[config.mk]
export PLATFORM = sky130hd
export DESIGN_NAME = sdci_issue_unit
export DESIGN_NICKNAME = d
export VERILOG_FILES = /design/src/rtl/sdci_pkg.sv /design/src/rtl/sdci_decode.sv /design/src/rtl/sdci_resp_pack.sv /design/src/rtl/sdci_stop_ctl.sv /design/src/rtl/sdci_issue_unit.sv
export SDC_FILE = /design/constraint.sdc
export NUM_CORES = 1
export LEC_CHECK = 0
export BUFFER_PORTS_ARGS = -buffer_cell sky130_fd_sc_hd__buf_2
export CORE_MARGIN = 1.5
export CORE_UTILIZATION = 47
export CTS_CLUSTER_SIZE = 12
export DETAILED_ROUTE_END_ITERATION = 12
export PLACE_DENSITY_LB_ADDON = 0.15
export SLEW_MARGIN = 20
export SYNTH_ARGS = -nofsm -noshare
export SYNTH_HDL_FRONTEND = slang
export SYNTH_SLANG_ARGS = --single-unit
[constraint.sdc]
create_clock -name clk -period 1.84 [get_ports clk]
set_clock_uncertainty 0.05 [all_clocks]
set_input_delay 0.092 -clock clk [delete_from_list [all_inputs] [get_ports clk]]
set_output_delay 0.092 -clock clk [all_outputs]
set_load 0.1 [all_outputs]
[src/rtl/sdci_pkg.sv]
package sdci_pkg;
  localparam int IDX_W  = 6;
  localparam int RT_W   = 3;
  localparam int WORD_W = 32;
  localparam int NWORDS = 4;
  localparam int RSP_W  = WORD_W * NWORDS - 8;

  typedef enum logic [1:0] {
    SEL_CMD  = 2'd0,
    SEL_ARG  = 2'd1,
    SEL_STOP = 2'd2,
    SEL_NONE = 2'd3
  } wsel_e;

  localparam logic [RT_W-1:0] RT_NONE = 3'd3;
  localparam logic [RT_W-1:0] RT_R1   = 3'd4;
  localparam logic [RT_W-1:0] RT_R1B  = 3'd5;
  localparam logic [RT_W-1:0] RT_R2   = 3'd6;
  localparam logic [RT_W-1:0] RT_R3   = 3'd7;

  typedef struct packed {
    logic [IDX_W-1:0] idx;
    logic             app;
    logic [RT_W-1:0]  rtype;
    logic             data;
    logic             rd;
    logic             multi;
    logic             sec;
  } cmd_t;
endpackage

[src/rtl/sdci_decode.sv]
module sdci_decode
  import sdci_pkg::*;
(
  input  logic [15:0] word,
  output cmd_t        cmd,
  output logic        legal
);
  always_comb begin
    cmd.idx   = word[5:0];
    cmd.app   = word[6];
    cmd.rtype = word[10:8];
    cmd.data  = word[11];
    cmd.rd    = word[12];
    cmd.multi = word[13];
    cmd.sec   = word[14];
    legal     = (word[10:8] >= RT_NONE);
  end
endmodule

[src/rtl/sdci_resp_pack.sv]
module sdci_resp_pack
  import sdci_pkg::*;
(
  input  logic                         clk,
  input  logic                         rst_n,
  input  logic                         cap,
  input  logic                         long_fmt,
  input  logic [RSP_W-1:0]             bits_in,
  output logic [NWORDS-1:0][WORD_W-1:0] words
);
  logic [NWORDS-1:0][WORD_W-1:0] next_w;

  for (genvar g = 0; g < NWORDS; g++) begin : g_word
    if (g == 0) begin : g_low
      assign next_w[g] = bits_in[WORD_W-1:0];
    end else if (g < NWORDS - 1) begin : g_mid
      assign next_w[g] = long_fmt ? bits_in[g*WORD_W +: WORD_W] : '0;
    end else begin : g_top
      assign next_w[g] = long_fmt ? {8'h00, bits_in[RSP_W-1:g*WORD_W]} : '0;
    end

    always_ff @(posedge clk) begin
      if (!rst_n)   words[g] <= '0;
      else if (cap) words[g] <= next_w[g];
    end
  end

  assert_short_upper_R9: assert property (@(posedge clk) disable iff (!rst_n)
    (cap && !long_fmt) |=> (words[1] == '0 && words[2] == '0 && words[3] == '0));
  assert_idle_keep_R10: assert property (@(posedge clk) disable iff (!rst_n)
    !cap |=> $stable(words));
endmodule

[src/rtl/sdci_stop_ctl.sv]
module sdci_stop_ctl (
  input  logic clk,
  input  logic rst_n,
  input  logic stop_wr,
  input  logic now_bit,
  input  logic arm_bit,
  input  logic data_end,
  input  logic last_multi,
  input  logic stop_ready,
  output logic stop_valid
);
  logic armed;
  logic fire;

  assign fire = (stop_wr && now_bit) || (data_end && armed && last_multi);

  always_ff @(posedge clk) begin
    if (!rst_n) begin
      armed      <= 1'b0;
      stop_valid <= 1'b0;
    end else begin
      if (stop_wr) armed <= arm_bit;
      if (stop_valid && stop_ready) stop_valid <= 1'b0;
      if (fire) stop_valid <= 1'b1;
    end
  end

  assert_stop_hold_R11: assert property (@(posedge clk) disable iff (!rst_n)
    (stop_valid && !stop_ready) |=> stop_valid);
  assert_stop_cause_R12: assert property (@(posedge clk) disable iff (!rst_n)
    (!stop_valid && !fire) |=> !stop_valid);
endmodule

[src/rtl/sdci_issue_unit.sv]
module sdci_issue_unit
  import sdci_pkg::*;
#(
  parameter int ARG_W = 32
) (
  input  logic             clk,
  input  logic             rst_n,
  input  logic             wr_valid,
  input  logic [1:0]       wr_sel,
  input  logic [31:0]      wr_data,
  output logic             busy,
  output logic             err_illegal,
  output logic             err_timeout,
  output logic             iss_valid,
  input  logic             iss_ready,
  output logic [5:0]       iss_index,
  output logic             iss_app,
  output logic [2:0]       iss_rtype,
  output logic             iss_data,
  output logic             iss_read,
  output logic             iss_multi,
  output logic             iss_secure,
  output logic [ARG_W-1:0] iss_arg,
  input  logic             rsp_valid,
  output logic             rsp_ready,
  input  logic [119:0]     rsp_bits,
  input  logic             rsp_timeout,
  input  logic             data_end,
  output logic             stop_valid,
  input  logic             stop_ready,
  output logic [31:0]      rsp_word0,
  output logic [31:0]      rsp_word1,
  output logic [31:0]      rsp_word2,
  output logic [31:0]      rsp_word3
);
  cmd_t             dec;
  logic             dec_legal;
  cmd_t             cur;
  logic [ARG_W-1:0] arg_q;
  logic [ARG_W-1:0] cur_arg;
  logic             cmd_wr;
  logic             waiting;
  logic             cap;
  logic [NWORDS-1:0][WORD_W-1:0] words;

  assign cmd_wr  = wr_valid && (wr_sel == SEL_CMD);
  assign waiting = busy && !iss_valid && (cur.rtype != RT_NONE);
  assign rsp_ready = waiting;
  assign cap     = waiting && rsp_valid;

  sdci_decode u_dec (
    .word  (wr_data[15:0]),
    .cmd   (dec),
    .legal (dec_legal)
  );

  always_ff @(posedge clk) begin
    if (!rst_n) begin
      busy        <= 1'b0;
      iss_valid   <= 1'b0;
      err_illegal <= 1'b0;
      err_timeout <= 1'b0;
      cur         <= '0;
      arg_q       <= '0;
      cur_arg     <= '0;
    end else begin
      err_illegal <= 1'b0;
      err_timeout <= 1'b0;
      if (wr_valid && wr_sel == SEL_ARG) arg_q <= wr_data[ARG_W-1:0];
      if (!busy) begin
        if (cmd_wr) begin
          if (dec_legal) begin
            busy      <= 1'b1;
            iss_valid <= 1'b1;
            cur       <= dec;
            cur_arg   <= arg_q;
          end else begin
            err_illegal <= 1'b1;
          end
        end
      end else if (iss_valid) begin
        if (iss_ready) begin
          iss_valid <= 1'b0;
          if (cur.rtype == RT_NONE) busy <= 1'b0;
        end
      end else if (cap) begin
        busy <= 1'b0;
      end else if (waiting && rsp_timeout) begin
        busy        <= 1'b0;
        err_timeout <= 1'b1;
      end
    end
  end

  assign iss_index  = cur.idx;
  assign iss_app    = cur.app;
  assign iss_rtype  = cur.rtype;
  assign iss_data   = cur.data;
  assign iss_read   = cur.rd;
  assign iss_multi  = cur.multi;
  assign iss_secure = cur.sec;
  assign iss_arg    = cur_arg;

  sdci_resp_pack u_pack (
    .clk      (clk),
    .rst_n    (rst_n),
    .cap      (cap),
    .long_fmt (cur.rtype == RT_R2),
    .bits_in  (rsp_bits),
    .words    (words)
  );

  assign rsp_word0 = words[0];
  assign rsp_word1 = words[1];
  assign rsp_word2 = words[2];
  assign rsp_word3 = words[3];

  sdci_stop_ctl u_stop (
    .clk        (clk),
    .rst_n      (rst_n),
    .stop_wr    (wr_valid && wr_sel == SEL_STOP),
    .now_bit    (wr_data[0]),
    .arm_bit    (wr_data[8]),
    .data_end   (data_end),
    .last_multi (cur.multi),
    .stop_ready (stop_ready),
    .stop_valid (stop_valid)
  );

  assert_hold_R4: assert property (@(posedge clk) disable iff (!rst_n)
    (iss_valid && !iss_ready) |=> (iss_valid && $stable(iss_arg) && $stable(iss_index)
                                   && $stable(iss_rtype)));
  assert_valid_busy_R6: assert property (@(posedge clk) disable iff (!rst_n)
    iss_valid |-> busy);
  assert_illegal_idle_R5: assert property (@(posedge clk) disable iff (!rst_n)
    err_illegal |-> (!busy && !iss_valid));
  assert_timeout_idle_R10: assert property (@(posedge clk) disable iff (!rst_n)
    err_timeout |-> !busy);
  assert_none_release_R7: assert property (@(posedge clk) disable iff (!rst_n)
    (iss_valid && iss_ready && iss_rtype == RT_NONE) |=> !busy);
endmodule

==> impl_metrics.json, run 1 <==
{
  "post_dp_cell_area_mm2": 0.00976,
  "post_drt_wl_per_cell_um": 16.3,
  "end_kind": "flip-flop",
  "dp_slack_ns": 0.220,
  "hold_path.class": "input pin to flip-flop",
  "r2r_setup_slack_ns": 0.13,
  "routed_wl_mm": 26.1,
  "synth.most_common_cell": "nand2_1",
  "fill_cells": 1189,
  "async_reset_ff_frac": 0,
  "setup_slack_ns": 0.131,
  "yosysWarnings": 0,
  "fin_crit_ns": 1.71,
  "fin_util": 0.732,
  "cts_buffers": 22,
  "holdWs_ns": 0.0488,
  "design_area_mm2": 0.0120,
  "grt_pass1_wl_mm": 41.5,
  "yosysTopAreaCellShare": 0.519,
  "drive_gt1_frac": 0.288,
  "crit_top_cell": "buf_12",
  "finalSetupTns_ns": 0,
  "outcome": "complete, no violations",
  "tritoncts": "done",
  "fmaxAchievable_ghz": 0.585,
  "ant_nets": 0,
  "powerDensity_mw_per_mm2": 807,
  "fin_cells": 1605,
  "synth-seq-cells": 204,
  "finalSetupViolCount": 0,
  "yosys_most_used_dff": "dfxtp_1",
  "drtPass1Iterations": 5,
  "vias": 8187,
  "rsz0062_at_grt": "no",
  "crit_path_end": "u_pack.words[39]",
  "fp-row-count": 47,
  "synthCells": 910,
  "drv_cap": 0,
  "period_share": 0.929,
  "start_util": 0.478,
  "slew_headroom": 0.650,
  "dieHeight_um": 132,
  "power.leakage_nw": 6.00,
  "grt_max_degree": 106,
  "grt_usage": 0.288,
  "drt_iter0_markers": 442,
  "io_pins": 342,
  "required_ns": 2.17,
  "gp_routability_congestion": 0.791,
  "portBuffers": 333,
  "synth_edf_count": 0,
  "arrival_ns": 2.04,
  "hold_viol": 0,
  "grt_overflow": 0,
  "synth_area_mm2": 0.00787,
  "grt_antenna_before_repair": 1,
  "crit_path_start": "iss_rtype[2]",
  "cp_num_buf_inv": 2,
  "remaining_drc_errors": 0,
  "ys_seq_area_frac": 0.519,
  "peakVddDrop_mv": 0.744,
  "slowest_stage": "dfxtp_2",
  "synth.avg_cell_area_um2": 8.65,
  "worstPathMaxFanout": 21,
  "viasPerCell": 5.10,
  "die_x_um": 132,
  "worstSetupPathType": "flip-flop to flip-flop",
  "nNetsFinal": 1534,
  "clock_latency_ns": 0.49,
  "tightest_slew_ns": 0.529,
  "clk_pin_slew_ns": 0.06,
  "cts-htree-levels": 1,
  "max_stage_delay_ns": 0.32,
  "root_buffer": "clkbuf_16",
  "synth_common_cells": "nand2_1 (307), dfxtp_1 (204), mux2i_1 (122)",
  "die_area_mm2": 0.0175,
  "cts_buffer_depth": 3,
  "drv_slew": 0,
  "post_cts_buffers": 0,
  "crit_cells": 5,
  "core_area_mm2": 0.0165,
  "power_mw": 9.72,
  "clock_sinks": 204,
  "r2r_cells": 5,
  "areaGrowthSynthToFinish_pct": 53.0,
  "dp_hpwl_mm": 15.3,
  "rr_startpoint": "iss_rtype[2]",
  "placedCellCount": 1408,
  "synth_cell_type_count": 27,
  "synth_area_leader_cell": "dfxtp_1",
  "critPathLaunchType": "flip-flop",
  "cpLargestDelayFamily": "simple AND/OR/NAND/NOR gates",
  "crit_chain": "nand3b_1 -> nand4b_1 -> buf_12 -> buf_12 -> mux2i_1",
  "timing.rr.end": "u_pack.words[39]",
  "ys_top_cells_by_area": "dfxtp_1 (52%), mux2i_1 (16%), nand2_1 (15%)",
  "grt_pass1_vias": 8090
}
==> registers in the layout (all words and copies together), names as in the netlist <==
name	flops
arg_q	32
busy	1
err_illegal	1
err_timeout	1
iss_app	1
iss_arg	32
iss_data	1
iss_index	6
iss_multi	1
iss_read	1
iss_rtype	3
iss_secure	1
iss_valid	1
u_pack.words	120
u_stop.armed	1
u_stop.stop_valid	1
==> routing by layer <==
metal	global-route usage	wire length [µm]	vias up
li1	-	-	3927
met1	0.336	10000	3815
met2	0.502	12900	356
met3	0.0648	1930	89
met4	0.140	1290	0
met5	0	0	-
==> cell type report <==
type	instances	area [µm²]	share of cell area
multi-input combinational	627	3440	0.286
tap	220	275	0.0229
clock inverter	3	15.0	0.00125
antenna	1	2.50	0.000208
timing repair buffer	515	3550	0.295
inverter	2	7.51	0.000623
sequential	204	4090	0.340
clock buffer	33	663	0.0551
==> logic make-up after synthesis <==
| logic type | after synthesis | share of synthesized area |
|---|---|---|
| other | 1 | 0.000476 |
| AO/OA/AOI/OAI | 132 | 0.0868 |
| buffers and inverters | 86 | 0.0501 |
| AND/OR/NAND/NOR | 365 | 0.189 |
| multiplexers | 122 | 0.155 |
| flip-flops | 204 | 0.519 |
==> worst min-delay path by stage <==
stage              start   endpoint  slack (ns)  cells past startpoint
3_5_place_dp   iss_ready  iss_valid        0.25                      2
4_1_cts        rsp_valid       busy        0.04                      4
6_report       rsp_valid       busy        0.05                      4
5_1_grt        rsp_valid       busy        0.07                      4
3_3_place_gp   iss_ready  iss_valid        0.25                      2
2_1_floorplan  iss_ready  iss_valid        0.14                      1
==> where the power goes <==
part	switching (mW)	total, mW	internal, mW
logic	0.610	1.07	0.458
registers	0.0238	4.49	4.46
clock network	1.70	4.17	2.47
==> cell usage in the layout (no fill, tap or decap), types with 2 or more instances in the layout <==
cell type,Yosys,final
buf_2,21,331
nand2_1,307,307
dfxtp_1,204,199
dlygate4sd3_1,0,160
mux2i_1,122,122
a21oi_1,81,80
nand3_1,45,45
o21ai_0,27,27
clkbuf_16,0,23
o21ai_1,19,19
buf_4,8,14
buf_12,0,9
conb_1,1,8
dfxtp_2,0,5
clkbuf_1,49,5
clkbuf_8,0,5
nand3b_1,3,3
clkinv_2,0,3
nand4b_1,2,2
==> worst min-delay path, stage by stage <==
cell and delay (ns):
buf_2 0.11, o21bai_1 0.13, mux2i_1 0.09, o32ai_2 0.12
==> timing repair <==
action | CTS | global route
resized for setup | 0 | 1
hold endpoints to repair | 173 | 0
hold buffers | 160 | 0
endpoints found under the setup margin | 0 | 1
No activity file was read; power rests on OpenSTA's default activity.
==> run 2, diff against run 1 <==
--- a/config.mk
+++ b/config.mk
@@ -8,8 +8,10 @@
 export BUFFER_PORTS_ARGS = -buffer_cell sky130_fd_sc_hd__buf_2
 export CORE_MARGIN = 1.5
 export CORE_UTILIZATION = 47
+export CTS_BUF_LIST = sky130_fd_sc_hd__clkbuf_16
 export CTS_CLUSTER_SIZE = 12
 export DETAILED_ROUTE_END_ITERATION = 12
+export MAX_ROUTING_LAYER = met4
 export PLACE_DENSITY_LB_ADDON = 0.15
 export SLEW_MARGIN = 20
 export SYNTH_ARGS = -nofsm -noshare
==> impl_metrics.json, run 2 (synthesis results as in run 1) <==
{
  "slowest_stage": "dfxtp_2",
  "drt_iter0_markers": 363,
  "cp_num_buf_inv": 2,
  "clock_sinks": 204,
  "gp_routability_congestion": 0.803,
  "nNetsFinal": 1534,
  "portBuffers": 333,
  "internal-power_mw": 7.15,
  "crit_chain": "nand3b_1 -> nand4b_1 -> buf_12 -> buf_12 -> mux2i_1",
  "final_common_cell": "buf_2",
  "critPathLaunchType": "flip-flop",
  "ant_nets": 0,
  "grt_max_degree": 106,
  "crit_top_cell": "buf_12",
  "p_clk_frac": 0.414,
  "fill_cells": 1198,
  "fmaxAchievable_ghz": 0.581,
  "remaining_drc_errors": 0,
  "outcome": "complete, no violations",
  "vias": 8188,
  "power.leakage_nw": 5.99,
  "swShare": 0.246,
  "post_drt_wl_per_cell_um": 16.2,
  "cts-htree-levels": 1,
  "seqPwrFrac": 0.473,
  "powerDensity_mw_per_mm2": 791,
  "drv_slew": 0,
  "fin_cells": 1604,
  "grt_antenna_before_repair": 0,
  "cpLargestDelayFamily": "simple AND/OR/NAND/NOR gates",
  "io_pins": 342,
  "largest_reg_flops": 120,
  "power_mw": 9.48,
  "tritoncts": "done",
  "root_buffer": "clkbuf_16",
  "tightest_slew_ns": 0.534,
  "top_register": "u_pack.words",
  "grt_usage": 0.296,
  "end_kind": "flip-flop",
  "cts_buffer_depth": 3,
  "grt_pass1_vias": 8170,
  "areaGrowthSynthToFinish_pct": 52.3,
  "post_cts_buffers": 0,
  "hold_path.class": "input pin to flip-flop",
  "worstPathMaxFanout": 21,
  "fp-row-count": 47,
  "dp_hpwl_mm": 15.3,
  "required_ns": 2.17,
  "cts_buffers": 22,
  "setup_slack_ns": 0.119,
  "finalSetupViolCount": 0,
  "drive_gt1_frac": 0.284,
  "peakVddDrop_mv": 0.744,
  "dieHeight_um": 132,
  "finalSetupTns_ns": 0,
  "viasPerCell": 5.10,
  "grt_pass1_wl_mm": 41.3,
  "arrival_ns": 2.05,
  "drv_cap": 0,
  "worstSetupPathType": "flip-flop to flip-flop",
  "switchingPower_mw": 2.33,
  "start_util": 0.478,
  "holdWs_ns": 0.0459,
  "period_share": 0.936,
  "core_area_mm2": 0.0165,
  "routed_wl_mm": 26.0,
  "die_x_um": 132,
  "power_frac_comb": 0.113,
  "placedCellCount": 1408,
  "clock_latency_ns": 0.49,
  "dp_slack_ns": 0.220,
  "die_area_mm2": 0.0175,
  "final_cell_mix": "buf_2 (331), nand2_1 (307), dfxtp_1 (199), dlygate4sd3_1 (160), mux2i_1 (122)",
  "hold_viol": 0,
  "drtPass1Iterations": 4,
  "rsz0062_at_grt": "no",
  "slew_headroom": 0.646,
  "antenna_cells": 0,
  "fin_crit_ns": 1.72,
  "clk_pin_slew_ns": 0.06,
  "max_stage_delay_ns": 0.33,
  "grt_overflow": 0
}
## run 2: stage by stage
step / instance area [µm²] / utilization
3_5_place_dp: 9760 / 0.593
4_1_cts: 12000 / 0.728
5_1_grt: 12000 / 0.728
3_3_place_gp: 9760 / 0.593
2_1_floorplan: 7910 / -
6_report: 12000 / 0.728
## run 2: power groups by stage
stage / sequential, mW / combinational [mW] / clock (mW)
CTS: 4.49 / 1.04 / 4.00
global placement: 4.58 / 0.769 / 0
finish: 4.49 / 1.07 / 3.93
detailed placement: 4.58 / 0.771 / 0
floorplan: 4.73 / 0.337 / 0
global route: 4.49 / 1.13 / 4.20
## run 2: cell type report
cell class                 count  area [µm²]  share of cell area
clock buffer                  23         576              0.0480
clock inverter                13        52.6             0.00438
inverter                       2        7.51            0.000626
multi-input combinational    627        3440               0.287
sequential                   204        4090               0.341
tap                          220         275              0.0230
timing repair buffer         515        3550               0.296
## run 2: routing by layer
metal  GRT usage  share of wire  vias to the layer above
li1            -              -                     3919
met1       0.336           0.39                     3814
met4       0.141          0.047                        0
met2       0.503           0.49                      365
met5           -              0                        -
met3      0.0559          0.069                       90
## run 2: tightest hold or removal path: stages
cell and delay [ns]:
buf_2 0.11, o21bai_1 0.13, mux2i_1 0.09, o32ai_2 0.12
## run 2: timing repair
item,in CTS,in global routing
resized for setup,0,1
setup endpoints to repair,0,1
endpoints found under the hold margin,173,0
hold buffers,160,0
## run 2: worst paths after layout
| kind | from | slack, ns | end | depth (start not counted) |
|---|---|---|---|---|
| max | iss_rtype[2] | 0.12 | u_pack.words[39] | 5 |
| min reg2reg | u_pack.words[63] | 0.40 | u_pack.words[63] | 2 |
| max reg2reg | iss_rtype[2] | 0.12 | u_pack.words[39] | 5 |
| min | rsp_valid | 0.05 | busy | 4 |
==> run 3, diff against run 2 <==
--- a/config.mk
+++ b/config.mk
@@ -6,7 +6,8 @@
 export NUM_CORES = 1
 export LEC_CHECK = 0
 export BUFFER_PORTS_ARGS = -buffer_cell sky130_fd_sc_hd__buf_2
-export CORE_MARGIN = 1.5
+export CAP_MARGIN = 5
+export CORE_MARGIN = 8
 export CORE_UTILIZATION = 47
 export CTS_BUF_LIST = sky130_fd_sc_hd__clkbuf_16
 export CTS_CLUSTER_SIZE = 12
==> impl_metrics.json, run 3 (synthesis results as in run 1) <==
{
  "grt_pass1_wl_mm": 44.3,
  "grt_pass1_vias": 8376,
  "vias": 8147,
  "dieHeight_um": 145,
  "clk_pin_slew_ns": 0.06,
  "portBuffers": 333,
  "fin_crit_ns": 1.70,
  "viasPerCell": 5.06,
  "routed_wl_mm": 27.8,
  "areaGrowthSynthToFinish_pct": 52.9,
  "cts_buffers": 22,
  "ant_nets": 0,
  "hold_viol": 0,
  "start_util": 0.478,
  "remaining_drc_errors": 0,
  "slew_headroom": 0.568,
  "root_buffer": "clkbuf_16",
  "tightest_slew_ns": 0.648,
  "fmaxAchievable_ghz": 0.587,
  "grt_usage": 0.258,
  "top_register": "u_pack.words",
  "fin_cells": 1611,
  "outcome": "complete, no violations",
  "drv_cap": 0,
  "drt_iter0_markers": 511,
  "power.leakage_nw": 6.00,
  "worstPathMaxFanout": 4,
  "period_share": 0.926,
  "post_cts_buffers": 0,
  "end_kind": "primary output",
  "die_area_mm2": 0.0211,
  "gp_routability_congestion": 0.807,
  "finalSetupTns_ns": 0,
  "final_common_cell": "buf_2",
  "drive_gt1_frac": 0.283,
  "clock_sinks": 204,
  "tritoncts": "done",
  "critPathLaunchType": "flip-flop",
  "finalSetupViolCount": 0,
  "die_x_um": 145,
  "dp_hpwl_mm": 17.5,
  "rsz0062_at_grt": "no",
  "io_pins": 342,
  "cts_buffer_depth": 3,
  "arrival_ns": 1.56,
  "powerDensity_mw_per_mm2": 787,
  "cts-htree-levels": 1,
  "grt_antenna_before_repair": 4,
  "largest_reg_flops": 120,
  "grt_max_degree": 154,
  "drv_slew": 0,
  "final_cell_mix": "buf_2 (331), nand2_1 (307), dfxtp_1 (199), dlygate4sd3_1 (161), mux2i_1 (122)",
  "worstSetupPathType": "flip-flop to primary output",
  "clock_latency_ns": 0.50,
  "grt_overflow": 0,
  "nNetsFinal": 1536,
  "placedCellCount": 1409,
  "peakVddDrop_mv": 0.640,
  "hold_path.class": "input pin to flip-flop",
  "fp-row-count": 47,
  "required_ns": 1.70,
  "core_area_mm2": 0.0165,
  "post_drt_wl_per_cell_um": 17.2,
  "drtPass1Iterations": 5
}
[run 3: changes by cell type in the layout (fill, tap and decap cells not counted), sizes merged]
cell / change
buf: +1
dlygate4sd3: +1
inv: +1
diode: +4
[run 3: per-stage QoR]
step           power [mW]  area (µm²)   util  setup slack, ns  hold slack (ns)
6_report             9.48       12000  0.731            0.136            0.317
4_1_cts              9.54       12000  0.730           0.0374            0.283
5_1_grt              9.82       12000  0.731           0.0777            0.321
3_5_place_dp         5.35        9780  0.594            0.244            0.245
3_3_place_gp         5.35        9780  0.594            0.293            0.238
2_1_floorplan        5.07        7910      -           0.0338            0.136
[run 3: layer usage]
layer / vias up / share of wire / global-route usage
met5: - / 0 / -
met4: 0 / 0.055 / 0.140
met3: 98 / 0.085 / 0.0659
met2: 405 / 0.48 / 0.421
met1: 3713 / 0.38 / 0.286
li1: 3931 / - / -
[run 3: final cells by class]
type                            instances  area, µm²
Multi-Input combinational cell        627       3440
Inverter                                2       7.51
Clock inverter                         14       55.1
Clock buffer                           23        576
Antenna cell                            4       10.0
Timing Repair Buffer                  517       3580
Sequential cell                       204       4090
Fill cell                            1212       4430
Tap cell                              220        275
[run 3: worst max-delay path, cell delays in order, from the launching register on]
cell	delay, ns
dfxtp_2	0.33
nand3b_1	0.20
and3b_2	0.25
clkbuf_4	0.28
[run 3: where the power goes]
part	switching, mW	internal, mW	leakage, nW
Combinational	0.608	0.459	4.02
Sequential	0.0237	4.46	1.65
Clock	1.69	2.23	0.333
[run 3: worst paths after layout]
kind	slack, ns	cells after the start	startpoint	to
worst max-delay path	0.14	3	iss_rtype[2]	rsp_ready
worst min-delay path	0.32	3	iss_ready	iss_valid
worst max register to register	0.20	4	busy	iss_app
worst min register to register	0.40	2	u_pack.words[115]	u_pack.words[115]
[run 3: timing repair]
item	4_1_cts	5_1_grt
hold buffers	161	0
endpoints found under the hold margin	171	0
endpoints found under the setup margin	0	1
resized for setup	0	1
